<file path="src/rtl/ilv_pkg.sv">
// Shared types for the interleaved memory burst controller.
// Assumes: one sequencer state machine with idle, address and transfer phases.
package ilv_pkg;
    typedef enum logic [1:0] {
        ST_IDLE = 2'd0,
        ST_ADDR = 2'd1,
        ST_XFER = 2'd2
    } ilv_state_t;
endpackage

</file>
<file path="src/rtl/ilv_bank.sv">
// One word-wide memory bank model with a synchronous read register.
// Assumes: launch and wr_en are never high together. Only the low
// MODEL_AW bits of the local address select storage, so the array aliases.
module ilv_bank #(
    parameter int DATA_W   = 32,
    parameter int LOCAL_W  = 27,
    parameter int MODEL_AW = 4
) (
    input  logic               clk,
    input  logic               rst_n,
    input  logic               launch,
    input  logic               wr_en,
    input  logic [LOCAL_W-1:0] local_addr,
    input  logic [DATA_W-1:0]  wdata,
    output logic [DATA_W-1:0]  q
);
    localparam int DEPTH = 1 << MODEL_AW;

    logic [DATA_W-1:0]   mem [DEPTH];
    logic [MODEL_AW-1:0] idx;

    // Fold the local address into the modelled depth.
    assign idx = MODEL_AW'(local_addr % LOCAL_W'(DEPTH));

    // Storage write port.
    always_ff @(posedge clk) begin
        if (wr_en) begin
            mem[idx] <= wdata;
        end
    end

    // Read register, loaded on the address cycle.
    always_ff @(posedge clk) begin
        if (!rst_n) begin
            q <= '0;
        end else if (launch) begin
            q <= mem[idx];
        end
    end
endmodule

</file>
<file path="src/rtl/ilv_seq.sv">
// Request sequencer: accepts requests, checks alignment, steps the address
// and transfer phases, drives bank strobes and keeps the cycle counter.
// Assumes: NB and BURST_LEN are powers of two and BURST_LEN is a multiple of NB.
module ilv_seq
    import ilv_pkg::*;
#(
    parameter int ADDR_W    = 31,
    parameter int DATA_W    = 32,
    parameter int NB        = 4,
    parameter int BURST_LEN = 8,
    parameter int CNT_W     = 8
) (
    input  logic                                 clk,
    input  logic                                 rst_n,
    input  logic                                 req_valid,
    input  logic                                 req_rd,
    input  logic [ADDR_W-1:0]                    req_addr,
    input  logic [DATA_W-1:0]                    req_wdata,
    input  logic                                 interleave,
    output logic                                 busy,
    output logic                                 rd_valid,
    output logic                                 done,
    output logic                                 err,
    output logic [CNT_W-1:0]                     cycle_count,
    output logic [NB-1:0]                        bank_launch,
    output logic [NB-1:0]                        bank_wr,
    output logic [ADDR_W-2-$clog2(NB)-1:0]       local_addr,
    output logic [$clog2(NB)-1:0]                word_bank,
    output logic [DATA_W-1:0]                    wdata_q
);
    localparam int WORD_AW  = ADDR_W - 2;
    localparam int BSEL_W   = $clog2(NB);
    localparam int IDX_W    = $clog2(BURST_LEN);
    localparam int RD_ALIGN = IDX_W + 2;

    ilv_state_t         state;
    logic               is_rd;
    logic               ilv_q;
    logic [WORD_AW-1:0] base_word;
    logic [IDX_W-1:0]   word_idx;
    logic [CNT_W-1:0]   cnt;
    logic [WORD_AW-1:0] cur_word;
    logic               misaligned;
    logic               last_beat;
    logic               grp_end;

    // Word currently addressed and its bank / local position.
    assign cur_word   = base_word + WORD_AW'(word_idx);
    assign word_bank  = cur_word[BSEL_W-1:0];
    assign local_addr = cur_word[WORD_AW-1:BSEL_W];

    // Alignment rule: whole burst for reads, whole word for writes.
    assign misaligned = req_rd ? (|req_addr[RD_ALIGN-1:0]) : (|req_addr[1:0]);
    assign last_beat  = !is_rd || (word_idx == IDX_W'(BURST_LEN - 1));
    assign grp_end    = !ilv_q || (word_bank == BSEL_W'(NB - 1));

    assign busy     = (state != ST_IDLE);
    assign rd_valid = (state == ST_XFER) && is_rd;

    // Bank strobes: all banks on an interleaved read address cycle, else one.
    always_comb begin
        for (int b = 0; b < NB; b++) begin
            bank_launch[b] = (state == ST_ADDR) &&
                             ((is_rd && ilv_q) || (word_bank == BSEL_W'(b)));
            bank_wr[b]     = (state == ST_XFER) && !is_rd &&
                             (word_bank == BSEL_W'(b));
        end
    end

    // Phase sequencing, completion flags and cycle counting.
    always_ff @(posedge clk) begin
        if (!rst_n) begin
            state       <= ST_IDLE;
            is_rd       <= 1'b0;
            ilv_q       <= 1'b0;
            base_word   <= '0;
            word_idx    <= '0;
            cnt         <= '0;
            cycle_count <= '0;
            done        <= 1'b0;
            err         <= 1'b0;
            wdata_q     <= '0;
        end else begin
            done <= 1'b0;
            err  <= 1'b0;
            case (state)
                ST_IDLE: begin
                    if (req_valid) begin
                        if (misaligned) begin
                            err <= 1'b1;
                        end else begin
                            state     <= ST_ADDR;
                            is_rd     <= req_rd;
                            ilv_q     <= interleave;
                            base_word <= req_addr[ADDR_W-1:2];
                            word_idx  <= '0;
                            cnt       <= '0;
                            wdata_q   <= req_wdata;
                        end
                    end
                end
                ST_ADDR: begin
                    state <= ST_XFER;
                    cnt   <= cnt + 1'b1;
                end
                ST_XFER: begin
                    cnt <= cnt + 1'b1;
                    if (last_beat) begin
                        state       <= ST_IDLE;
                        done        <= 1'b1;
                        cycle_count <= cnt + 1'b1;
                    end else begin
                        word_idx <= word_idx + 1'b1;
                        state    <= grp_end ? ST_ADDR : ST_XFER;
                    end
                end
                default: state <= ST_IDLE;
            endcase
        end
    end
endmodule

</file>
<file path="src/rtl/ilv_mem_ctrl.sv">
// Top of the interleaved memory burst controller: sequencer, NB bank
// models and the read-return multiplexer.
// Assumes: byte addressing, 32-bit words, bank chosen by word address low bits.
module ilv_mem_ctrl #(
    parameter int ADDR_W    = 31,
    parameter int DATA_W    = 32,
    parameter int NB        = 4,
    parameter int BURST_LEN = 8,
    parameter int CNT_W     = 8,
    parameter int MODEL_AW  = 4
) (
    input  logic              clk,
    input  logic              rst_n,
    input  logic              req_valid,
    input  logic              req_rd,
    input  logic [ADDR_W-1:0] req_addr,
    input  logic [DATA_W-1:0] req_wdata,
    input  logic              interleave,
    output logic              busy,
    output logic              rd_valid,
    output logic [DATA_W-1:0] rd_data,
    output logic              done,
    output logic              err,
    output logic [CNT_W-1:0]  cycle_count
);
    localparam int BSEL_W  = $clog2(NB);
    localparam int LOCAL_W = ADDR_W - 2 - BSEL_W;

    logic [NB-1:0]      bank_launch;
    logic [NB-1:0]      bank_wr;
    logic [LOCAL_W-1:0] local_addr;
    logic [BSEL_W-1:0]  word_bank;
    logic [DATA_W-1:0]  wdata_q;
    logic [DATA_W-1:0]  bank_q [NB];

    ilv_seq #(
        .ADDR_W(ADDR_W), .DATA_W(DATA_W), .NB(NB),
        .BURST_LEN(BURST_LEN), .CNT_W(CNT_W)
    ) u_seq (
        .clk(clk), .rst_n(rst_n),
        .req_valid(req_valid), .req_rd(req_rd), .req_addr(req_addr),
        .req_wdata(req_wdata), .interleave(interleave),
        .busy(busy), .rd_valid(rd_valid), .done(done), .err(err),
        .cycle_count(cycle_count),
        .bank_launch(bank_launch), .bank_wr(bank_wr),
        .local_addr(local_addr), .word_bank(word_bank), .wdata_q(wdata_q)
    );

    // One bank model per interleave way.
    for (genvar b = 0; b < NB; b++) begin : g_bank
        ilv_bank #(
            .DATA_W(DATA_W), .LOCAL_W(LOCAL_W), .MODEL_AW(MODEL_AW)
        ) u_bank (
            .clk(clk), .rst_n(rst_n),
            .launch(bank_launch[b]), .wr_en(bank_wr[b]),
            .local_addr(local_addr), .wdata(wdata_q),
            .q(bank_q[b])
        );
    end

    // Return the current word's bank register during read transfers.
    assign rd_data = rd_valid ? bank_q[word_bank] : '0;
endmodule

</file>
<file path="config.mk">
export PLATFORM = sky130hd
export DESIGN_NAME = ilv_mem_ctrl
export DESIGN_NICKNAME = d
export VERILOG_FILES = /design/src/rtl/ilv_pkg.sv /design/src/rtl/ilv_bank.sv /design/src/rtl/ilv_seq.sv /design/src/rtl/ilv_mem_ctrl.sv
export SDC_FILE = /design/constraint.sdc
export NUM_CORES = 2
export LEC_CHECK = 0
export ABC_AREA = 1
export BUFFER_PORTS_ARGS = -buffer_cell sky130_fd_sc_hd__buf_2
export CAP_MARGIN = 20
export CORE_UTILIZATION = 34
export DETAILED_ROUTE_END_ITERATION = 10
export GPL_ROUTABILITY_DRIVEN = 0
export MAX_ROUTING_LAYER = met4
export PLACE_DENSITY = 0.53
export SYNTH_ARGS = -nofsm -noshare
export SYNTH_HDL_FRONTEND = slang
export SYNTH_SLANG_ARGS = --single-unit
</file>
<file path="constraint.sdc">
create_clock -name clk -period 5.03 [get_ports clk]
set_input_delay 1.509 -clock clk [delete_from_list [all_inputs] [get_ports clk]]
set_output_delay 1.509 -clock clk [all_outputs]
set_load 0.02 [all_outputs]
</file>
==> results.py <==
metrics = {
    "run_status": {
        "status": "finished, final reports clean",
    },
    "sta": {
        "tns_ps": 0,
        "drv_slew": 0,
        "hold_viol_final": 0,
        "finClkSkew_ps": 34.5,
        "rsz0062_at_grt": "false",
        "tightest_slew_ps": 1120,
        "fmax_mhz": 202,
        "setup_viol": 0,
        "whs_ps": 472,
        "slew_headroom_pct": 25.0,
        "period_share_pct": 98.6,
        "period_needed_ps": 4960,
    },
    "yosys": {
        "synth.avg_cell_area_um2": 10.3,
        "synth.most_common_cell": "nand2_1",
        "synth_warnings": 0,
        "synth.top_cells.by_count": "nand2_1 (4034), edfxtp_1 (2048), inv_1 (549)",
        "ys_ff_latch": 2239,
        "syn-num-nets": 9074,
        "synth_ff_type": "edfxtp_1",
        "synth_cell_types": 25,
        "synth_top_cell_area_share_pct": 66.1,
        "synth_edf_count": 2048,
        "synth_top_area_cell": "edfxtp_1",
        "netlist_instances": 8995,
        "yosysSeqAreaShare_pct": 70.2,
        "synth_async_sr_flop_share_pct": 0,
        "synthTopCellsByArea": "edfxtp_1 (66%), nand2_1 (16%), dfxtp_1 (4.1%)",
        "synthesis.area_um2": 93100,
    },
    "global_routing": {
        "grt_max_degree": 223,
        "overflow": 0,
        "grt_pass1_vias": 58903,
        "grt_first_pass_wirelength_mm": 400,
        "grt_antenna_before_repair": 11,
        "grt.total_usage_pct": 20.1,
    },
    "place": {
        "hpwl_mm": 144,
        "port_buffers": 88,
    },
    "cts": {
        "clk_latency_ps": 890,
        "h-tree-depth": 4,
        "hold_buffers": 0,
        "cts_made_buffers": 229,
        "cts_num_sinks": 2239,
        "cts-root-buf": "clkbuf_16",
        "clkSlewWorstSetupHoldPaths_ps": 60,
        "tritoncts": "built",
        "cts_buffer_depth": 3,
    },
    "setup_path": {
        "path_common_cell": "buf_4",
        "crit_chain": "ha_1 > fa_2 > buf_4 > nor2_4 > buf_4 > a22oi_1 > a21oi_1 > buf_2",
        "cp_top_family": "adder cells",
        "path_max_fanout": 14,
        "ff2ff_path_depth": 10,
        "r2r_setup_slack_ps": 860,
        "max_stage_delay_ps": 490,
        "slowest_stage": "fa_2",
        "rr_startpoint": "u_seq.word_idx[0]",
        "start_kind": "flip-flop",
        "arrival_ps": 3450,
        "regToRegEndpoint": "g_bank[0].u_bank.mem[4][23]",
        "crit_buf_inv": 3,
        "crit_required_ps": 3520,
        "end_kind": "output port",
        "crit_type": "reg -> out",
    },
    "routing": {
        "drtIter0Drc": 5980,
        "avgRoutedWirePerCell_um": 21.4,
        "routed_via_density": 4.91,
        "via_count": 62778,
        "dr.pass1.iters": 8,
        "routed_wl_mm": 274,
        "drc": 0,
        "ant_nets": 0,
    },
    "worst_hold_path": {
        "hold_end": "u_seq.base_word[5]",
        "hp-start": "u_seq.base_word[5]",
        "hold_depth": 2,
        "hold_path.class": "reg -> reg",
    },
    "floorplanning": {
        "die_w_um": 525,
        "core_um2": 271000,
        "chipHeight_um": 525,
        "die_area_um2": 276000,
        "boundaryPins": 112,
        "row_count": 191,
        "start_util_pct": 34.3,
    },
    "final_layout": {
        "fin_util_pct": 39.0,
        "drive_gt1_share_pct": 8.01,
        "fillers": 25991,
        "fin_nets": 9068,
        "syn2layout_area_growth_pct": 13.8,
    },
    "pwr": {
        "peakVddDrop_mv": 0.405,
        "power_leakage_nw": 42.5,
        "cellPowerDensity_nw_per_um2": 403,
    },
    "flow_run": {
        "cap_violations": 0,
    },
}
[power by group]
group / switching [mW] / internal, mW / leakage [nW] / total, mW
Clock: 7.20 / 10.1 / 3.73 / 17.3
Sequential: 0.301 / 20.7 / 20.4 / 21.0
Combinational: 3.27 / 1.07 / 18.4 / 4.34
[layer usage]
layer / vias up / track usage (%) / share of wire, %
met3: 458 / 2.87 / 6.3
li1: 29755 / - / -
met1: 30621 / 26.1 / 43
met4: 0 / 7.69 / 3.9
met5: - / - / 0
met2: 1944 / 31.8 / 47
[area by class of cell]
class	count	area (um2)	area share [%]
clock inverters	129	1340	1.26
inverters	552	2080	1.97
clock buffers	305	6280	5.93
well taps	3570	4470	4.22
repair buffers	271	2280	2.16
flip-flops and latches	2239	65400	61.7
multi-input cells	5696	24100	22.7
diodes	12	30.0	0.0284
[cell usage in the layout (no fill, tap or decap), types with 6 or more instances in the layout]
cell type,synthesis,routed
nor2_1,290,223
ha_1,10,10
edfxtp_1,2048,2048
nand2_1,4034,4031
clkbuf_1,212,55
clkbuf_16,0,234
a21oi_1,316,305
buf_12,0,37
clkinv_2,0,42
clkinvlp_4,0,6
dfxtp_1,191,159
inv_6,0,7
buf_4,32,146
nand3_1,524,522
clkbuf_8,0,16
diode_2,0,12
buf_2,227,87
a22oi_1,64,64
o21ai_0,437,437
bufinv_16,0,26
inv_1,549,547
nor2_4,0,68
clkinv_1,1,44
dfxtp_2,0,32
a21oi_2,1,8
[worst min-delay path, delay by kind of cell (launching register included)]
family                 cells  cell delay, ps
buffers and inverters      1              60
AO/OA/AOI/OAI              1              50
flip-flops                 1             310
[how the worst max path moves through the flow]
stage / start / end / slack [ps] / cells after the start
final: u_seq.word_idx[0] / rd_data[8] / 70 / 8
after global routing: u_seq.word_idx[0] / rd_data[13] / 9 / 8
after CTS: u_seq.word_idx[0] / rd_data[11] / 20 / 9
after detailed placement: u_seq.word_idx[0] / rd_data[2] / 630 / 7
after global placement: u_seq.word_idx[0] / rd_data[2] / 660 / 7
after floorplan: u_seq.word_idx[0] / g_bank[0].u_bank.mem[0][0] / 1260 / 12
[flip-flops by register name (all words and copies together), names as in the netlist, 2 cells and up]
name               flops
g_bank.u_bank.q      128
u_seq.base_word        6
u_seq.word_idx         3
g_bank.u_bank.mem   2048
u_seq.wdata_q         32
u_seq.cnt              8
u_seq.state            2
u_seq.cycle_count      8
[cell families (layout without fill, tap and decap cells)]
| logic type | Yosys count | after routing | share of synthesized area (%) |
|---|---|---|---|
| and+or+nand+nor | 4858 | 4859 | 20.3 |
| AOI/OAI and AO/OA | 822 | 822 | 4.60 |
| buffers and inverters | 1061 | 1257 | 4.71 |
| DFF | 2239 | 2239 | 70.2 |
| other | 0 | 12 | 0 |
| xor gates and xnor gates | 4 | 4 | 0.0376 |
| adders and majority gates | 11 | 11 | 0.156 |
[through the flow]
stage	cell area (um2)	cells	power, mW	setup slack [ps]
5_1_grt	106000	12769	44.0	8.56
2_1_floorplan	93100	8995	23.8	1260
4_1_cts	106000	12762	42.9	15.4
3_3_place_gp	98100	12321	25.5	657
6_report	106000	12774	42.6	68.8
3_5_place_dp	98100	12322	25.6	628
[timing repair]
action / CTS / global route
gates resized for setup: 10 / 1
pin swaps: 4 / 0
buffers inserted: 5 / 0
setup endpoints to repair: 27 / 8
endpoints found under the hold margin: 0 / 0
cloned: 1 / 0
Power figures use the tool's default switching activity.
